## src/rtl/serial_port_select.sv

```systemverilog
module serial_port_select #(
  parameter int SYNC_STAGES = 2,
  parameter int EDGE_COUNT  = 3
) (
  input  logic clk,
  input  logic rst_n,
  input  logic sel_pin_n,
  input  logic cap_wr,
  input  logic cap_wr_data,
  output logic use_spi,
  output logic choice_locked,
  output logic capture_en
);
  localparam int CW = $clog2(EDGE_COUNT + 1);
  localparam logic [CW-1:0] TARGET = CW'(EDGE_COUNT);

  logic [SYNC_STAGES-1:0] sync_q;
  logic                   prev_q;
  logic [CW-1:0]          edge_cnt;
  logic                   spi_q;
  logic                   cap_q;

  wire pin_s   = sync_q[SYNC_STAGES-1];
  wire fall    = prev_q & ~pin_s;
  wire reached = (edge_cnt == TARGET);

  // Idle-high reset values keep a high pin from looking like an edge.
  always_ff @(posedge clk or negedge rst_n) begin
    if (!rst_n) begin
      sync_q   <= '1;
      prev_q   <= 1'b1;
      edge_cnt <= '0;
      spi_q    <= 1'b0;
      cap_q    <= 1'b0;
    end else begin
      sync_q <= {sync_q[SYNC_STAGES-2:0], sel_pin_n};
      prev_q <= pin_s;
      if (fall && !reached) edge_cnt <= edge_cnt + 1'b1;
      if (reached) spi_q <= 1'b1;
      if (spi_q)       cap_q <= 1'b0;
      else if (cap_wr) cap_q <= cap_wr_data;
    end
  end

  assign use_spi       = spi_q;
  assign choice_locked = spi_q;
  assign capture_en    = cap_q & ~spi_q;
endmodule

```

## config.mk

```make
export PLATFORM = sky130hd
export DESIGN_NAME = serial_port_select
export DESIGN_NICKNAME = d
export VERILOG_FILES = /design/src/rtl/serial_port_select.sv
export SDC_FILE = /design/constraint.sdc
export NUM_CORES = 1
export LEC_CHECK = 0
export ABC_AREA = 1
export BUFFER_PORTS_ARGS = -buffer_cell sky130_fd_sc_hd__buf_4
export CORE_AREA = 2 2 39 41
export CTS_CLUSTER_SIZE = 40
export DETAILED_ROUTE_END_ITERATION = 12
export DIE_AREA = 0 0 41 43
export GPL_TIMING_DRIVEN = 0
export SYNTH_ARGS = -nofsm -noshare
export SYNTH_HDL_FRONTEND = slang
export SYNTH_SLANG_ARGS = --single-unit
```

## constraint.sdc

```tcl
create_clock -name clk -period 1.1 [get_ports clk]
set_input_delay 0.275 -clock clk [delete_from_list [all_inputs] [get_ports clk]]
set_output_delay 0.275 -clock clk [all_outputs]
set_load 0.01 [all_outputs]
```

# [Word-level counts from Yosys, hierarchy flattened]
# Cells that the tools add are included.
# W data, S select, Z words.
[totals] out_inout_bits=3 regBits=7 input_bits=5
[classes] reduce_logical=3 addsub=1 eq_ne=1 n_mux=2 bitwise=4
[ops] operator="$add A2 B1 Y2 const B" count=1
[ops] operator="$and A1 B1 Y1" count=2
[ops] operator="$eq A2 B2 Y1 const B" count=1
[ops] operator="$mux W1" count=2
[ops] operator="$not A1 Y1" count=2
[ops] operator="$reduce_bool A2 Y1" count=1
[ops] operator="$logic_and A1 B1 Y1" count=1
[ops] operator="$logic_not A1 Y1" count=1

# [Depth between registers and ports, before layout]
[depth] depth_word=3 ltp_mapped=5 ltp_nobuf=5

# [Least setup slack after synthesis]
# OpenSTA, ideal clock, no wires.
[synth_path] kind="reg2reg" startpoint="reg edge_cnt[0]" endpoint="reg edge_cnt[0]" stages_incl_launch_ff=6 slack_ns=0.117 synth_period_minus_slack_ns=0.983 setup_ns=0.116 n_path_buf=0 t_arrival_ns=0.867 required_time_ns=0.984 path_cell_list="dfrtp_1 -> ha_1 -> nor2_2 -> nand2_1 -> nand2_1 -> nand2_1"
[synth_between] elab_chain_len=3 word_cells_on_any_way=4 cone_classes="1 x add/sub; 1 x eq/ne; 2 x reduce/logical"
[synth_rtl] item="start, declared" line_no="19" rtl="logic [CW-1:0] edge_cnt;"
[synth_rtl] item="start signal, assigned" line_no="38" rtl="if (fall && !reached) edge_cnt <= edge_cnt + 1'b1;"
[synth_rtl] item="$eq A2 B2 Y1" line_no="25" rtl="wire reached = (edge_cnt == TARGET);"
[synth_rtl] item="$logic_not A1 Y1" line_no="38"
[synth_rtl] item="$logic_and A1 B1 Y1" line_no="38"
# Several ways; a longest one is shown, not always the timed one.
# A chain may end at the register's enable or synchronous reset.

# [Final worst setup path]
[layout_path] startpoint="reg spi_q, in the netlist choice_locked" endpoint="out use_spi"
[layout_lines] item="start, declared" line_no="20" rtl="logic spi_q;"
[layout_lines] item="start signal, assigned" line_no="33" rtl="spi_q <= 1'b0;"
[layout_lines] item="start signal, assigned" line_no="39" rtl="if (reached) spi_q <= 1'b1;"
[layout_lines] item="end, declared" line_no="10" rtl="output logic use_spi,"
# No word-level cell between the ends.

==> flow_metrics.env <==
export IMPL_boundaryPins=8
export IMPL_most_numerous_cell_in_the_yosys_netlist="sky130_fd_sc_hd__nand2_1"
export IMPL_post_cts_repair_setup_buffers=0
export IMPL_number_of_drc_markers_in_iteration_0=1
export IMPL_synth_distinct_cells=11
export IMPL_fin_setup_tns_ns=-0.1664
export IMPL_cts_inserted_buffers=3
export IMPL_min_period_ns=1.189
export IMPL_power_combinational_fraction_pct=17.2
export IMPL_synth_top_area_share_pct=37.38
export IMPL_total_gr_overflow=0
export IMPL_wl_um=397
export IMPL_first_pass_iters=2
export IMPL_synth_seq_cells=7
export IMPL_synth_enable_flop_cells=0
export IMPL_initial_utilization_pct=19.35
export IMPL_cap_violations=0
export IMPL_die_height_um=43
export IMPL_power_share_switching_pct=27.15
export IMPL_cell_count_after_synthesis=25
export IMPL_switchingPower_mw=0.1851
export IMPL_fmaxAchievable_mhz=841.1
export IMPL_drc_errors=0
export IMPL_grt_first_pass_wirelength_um=648
export IMPL_area_of_the_multi_input_gates_um2=72.57
export IMPL_final_area_um2=389.1
export IMPL_rows=14
export IMPL_area_growth_pct=45.33
export IMPL_tritoncts_clock_tree="yes"
export IMPL_floorplan_core_area_um2=1384
export IMPL_die_x_um=41
export IMPL_seq_area_frac_synth_pct=66.82
export IMPL_crit_arrival_ns=0.91
export IMPL_regToRegSetupSlack_ns=0.07
export IMPL_power_density_over_cell_area_nw_per_um2=1752
export IMPL_violated_checks="setup timing"
export IMPL_dpl_hpwl_um=308.8
export IMPL_worst_setup_path_end_kind="primary output"
export IMPL_clk_pin_slew_worst_paths_ns=0.05
export IMPL_max_slew_worst_pin_slew_ns=0.1403
export IMPL_fillCellCount=143
export IMPL_worstHoldPathType="primary input to flop"
export IMPL_layout_setup_ws_ns=-0.08889
export IMPL_timing_critical_path_required_ns=0.82
export IMPL_synth_area_leader_cell="sky130_fd_sc_hd__dfrtp_1"
export IMPL_seq_area_um2=180.2
export IMPL_antenna_diode_count=0
export IMPL_postSynth_topFlopCell="sky130_fd_sc_hd__dfrtp_1"
export IMPL_r2r_endpoint="edge_cnt[1]$_DFFE_PN0P_"
export IMPL_clk_path_buf_depth=2
export IMPL_drive_above_1_share_pct=48.65
export IMPL_period_share_pct=108.1
export IMPL_leakagePower_nw=0.1861
export IMPL_crit_end="use_spi"
export IMPL_final_setup_skew_ns=0.002386
export IMPL_post_synth_instance_area_um2=267.8
export IMPL_detail_route_vias_per_cell=3.774
export IMPL_htree_levels=1
export IMPL_cp_max_fo=5
export IMPL_grt_use_total_pct=6.465
export IMPL_unrepaired_setup_endpoints_after_global_routing="true"
export IMPL_fp_dieArea_um2=1763
export IMPL_design_final_nets=44
export IMPL_clock_tree_root_cell="sky130_fd_sc_hd__clkbuf_4"
export IMPL_synthTopCellsByCount="5 x sky130_fd_sc_hd__nand2_1, 4 x sky130_fd_sc_hd__dfrtp_1, 3 x sky130_fd_sc_hd__dfstp_2, 3 x sky130_fd_sc_hd__inv_1, 3 x sky130_fd_sc_hd__nor2_1"
export IMPL_timing_critical_path_from_type="flop"
export IMPL_cts_sink_count=7
export IMPL_run_status="complete, but fails checks"
export IMPL_worst_skew_pair_late_latency_ns=0.25
export IMPL_synth_area_top_cells="sky130_fd_sc_hd__dfrtp_1 37%, sky130_fd_sc_hd__dfstp_2 29%, sky130_fd_sc_hd__nand2_1 7.0%"
export IMPL_timing_final_max_slew_violations=0
export IMPL_setup_violations=3
export IMPL_postSynth_asyncResetShare_pct=100.0
export IMPL_final_hold_violation_count=0
export IMPL_routed_wire_length_per_instance_um=7.491
export IMPL_worstHoldPathCells=1
export IMPL_timing_reg2reg_worst_path_depth=5
export IMPL_sequentialPowerShare_pct=49.1
export IMPL_antenna_left=0
export IMPL_power_ir_vdd_worst_uv=1049
export IMPL_place_gp_congestion=0.6863
export IMPL_numPortBuffers=7
export IMPL_vias=200
export IMPL_setup_worst_path_start="choice_locked$_DFFE_PN0N_"
export IMPL_postSynthAreaPerCell_um2=10.71
export IMPL_synth_nets=31
export IMPL_largest_net_degree_at_the_start_of_global_routing=8
export IMPL_timing_slew_headroom_pct=90.57
export IMPL_type_of_the_worst_setup_path="flop to primary output"
export IMPL_p_int_mw=0.4966
export IMPL_grt_antenna_before_repair=0
export IMPL_synth_warning_count=0
export IMPL_first_global_vias=194
export IMPL_power_clock_fraction_pct=33.8
export IMPL_placement_cell_area_um2=340.3
export IMPL_worstReg2RegStart="edge_cnt[0]$_DFFE_PN0P_"
==> registers in the layout (all words and copies together), names as in the netlist <==
name	cells
prev_q	1
choice_locked	1
edge_cnt	2
sync_q	2
cap_q	1
==> worst min-delay path by stage <==
stage                   start                 endpoint  slack, ns
floorplan               rst_n        cap_q$_DFFE_PN0P_      -0.02
global placement        rst_n  edge_cnt[0]$_DFFE_PN0P_       0.09
detailed placement      rst_n  edge_cnt[0]$_DFFE_PN0P_       0.09
CTS                 sel_pin_n      sync_q[0]$_DFF_PN1_       0.11
global route        sel_pin_n      sync_q[0]$_DFF_PN1_       0.10
finish              sel_pin_n      sync_q[0]$_DFF_PN1_       0.13
==> metrics by stage <==
step | utilization [%] | cells | worst slack [ns] | hold WS [ns] | total power [mW]
2_1_floorplan | - | 25 | 0.1170 | -0.02059 | 0.4135
3_3_place_gp | 24.59 | 48 | 0.05203 | 0.09099 | 0.4462
3_5_place_dp | 24.59 | 48 | 0.04782 | 0.09154 | 0.4539
4_1_cts | 27.85 | 53 | -0.09672 | 0.1146 | 0.6966
5_1_grt | 28.12 | 53 | -0.1319 | 0.1019 | 0.7464
6_report | 28.12 | 53 | -0.08889 | 0.1266 | 0.6817
==> repair_timing <==
item                       CTS  global route
hold buffers                 1             0
hold endpoints to repair     7             0
resized for setup            2             2
pin swaps                    1             1
setup endpoints to repair    3             4
==> critical path, stage by stage, from the launching register on <==
cell and delay (ns):
sky130_fd_sc_hd__dfrtp_2 0.44, sky130_fd_sc_hd__buf_6 0.12, sky130_fd_sc_hd__buf_6 0.11
==> cell families after synthesis <==
kind of cell	count (synthesis)	synth area share [%]
AND/OR/NAND/NOR	13	21.50
flip-flops	7	66.83
buffers and inverters	4	7.010
adder cells (fa/ha/maj)	1	4.672
==> cell type report <==
type	instances	area share, %
Tap cell	16	5.145
Inverter	3	2.894
Timing Repair Buffer	8	17.04
Buffer	1	2.894
Clock inverter	1	1.286
Multi-Input combinational cell	14	18.65
Clock buffer	3	5.788
Sequential cell	7	46.30
==> metal layers <==
layer	part of all wire, %	global-route usage, %	wire [µm]	vias up
met2	47	8.125	187	7
met1	42	4.590	167	94
met5	0	0	0	-
met3	11	9.424	43	0
met4	0	4.000	0	0
li1	-	-	-	99
==> layout by cell type (no fill, tap or decap), drive strengths merged, types with 2 or more instances in the layout <==
cell type,n
buf,8
nand2,5
nor2,4
clkbuf,3
dfrtp,4
dfstp,3
inv,3
nand3,2
==> power groups by stage <==
stage | Sequential [mW] | Clock, mW | Combinational, mW
2_1_floorplan | 0.332 | 0 | 0.0818
3_3_place_gp | 0.336 | 0 | 0.111
3_5_place_dp | 0.338 | 0 | 0.116
4_1_cts | 0.334 | 0.242 | 0.120
5_1_grt | 0.340 | 0.265 | 0.142
6_report | 0.334 | 0.230 | 0.117
Note: power is estimated with default switching activity, not from simulation.
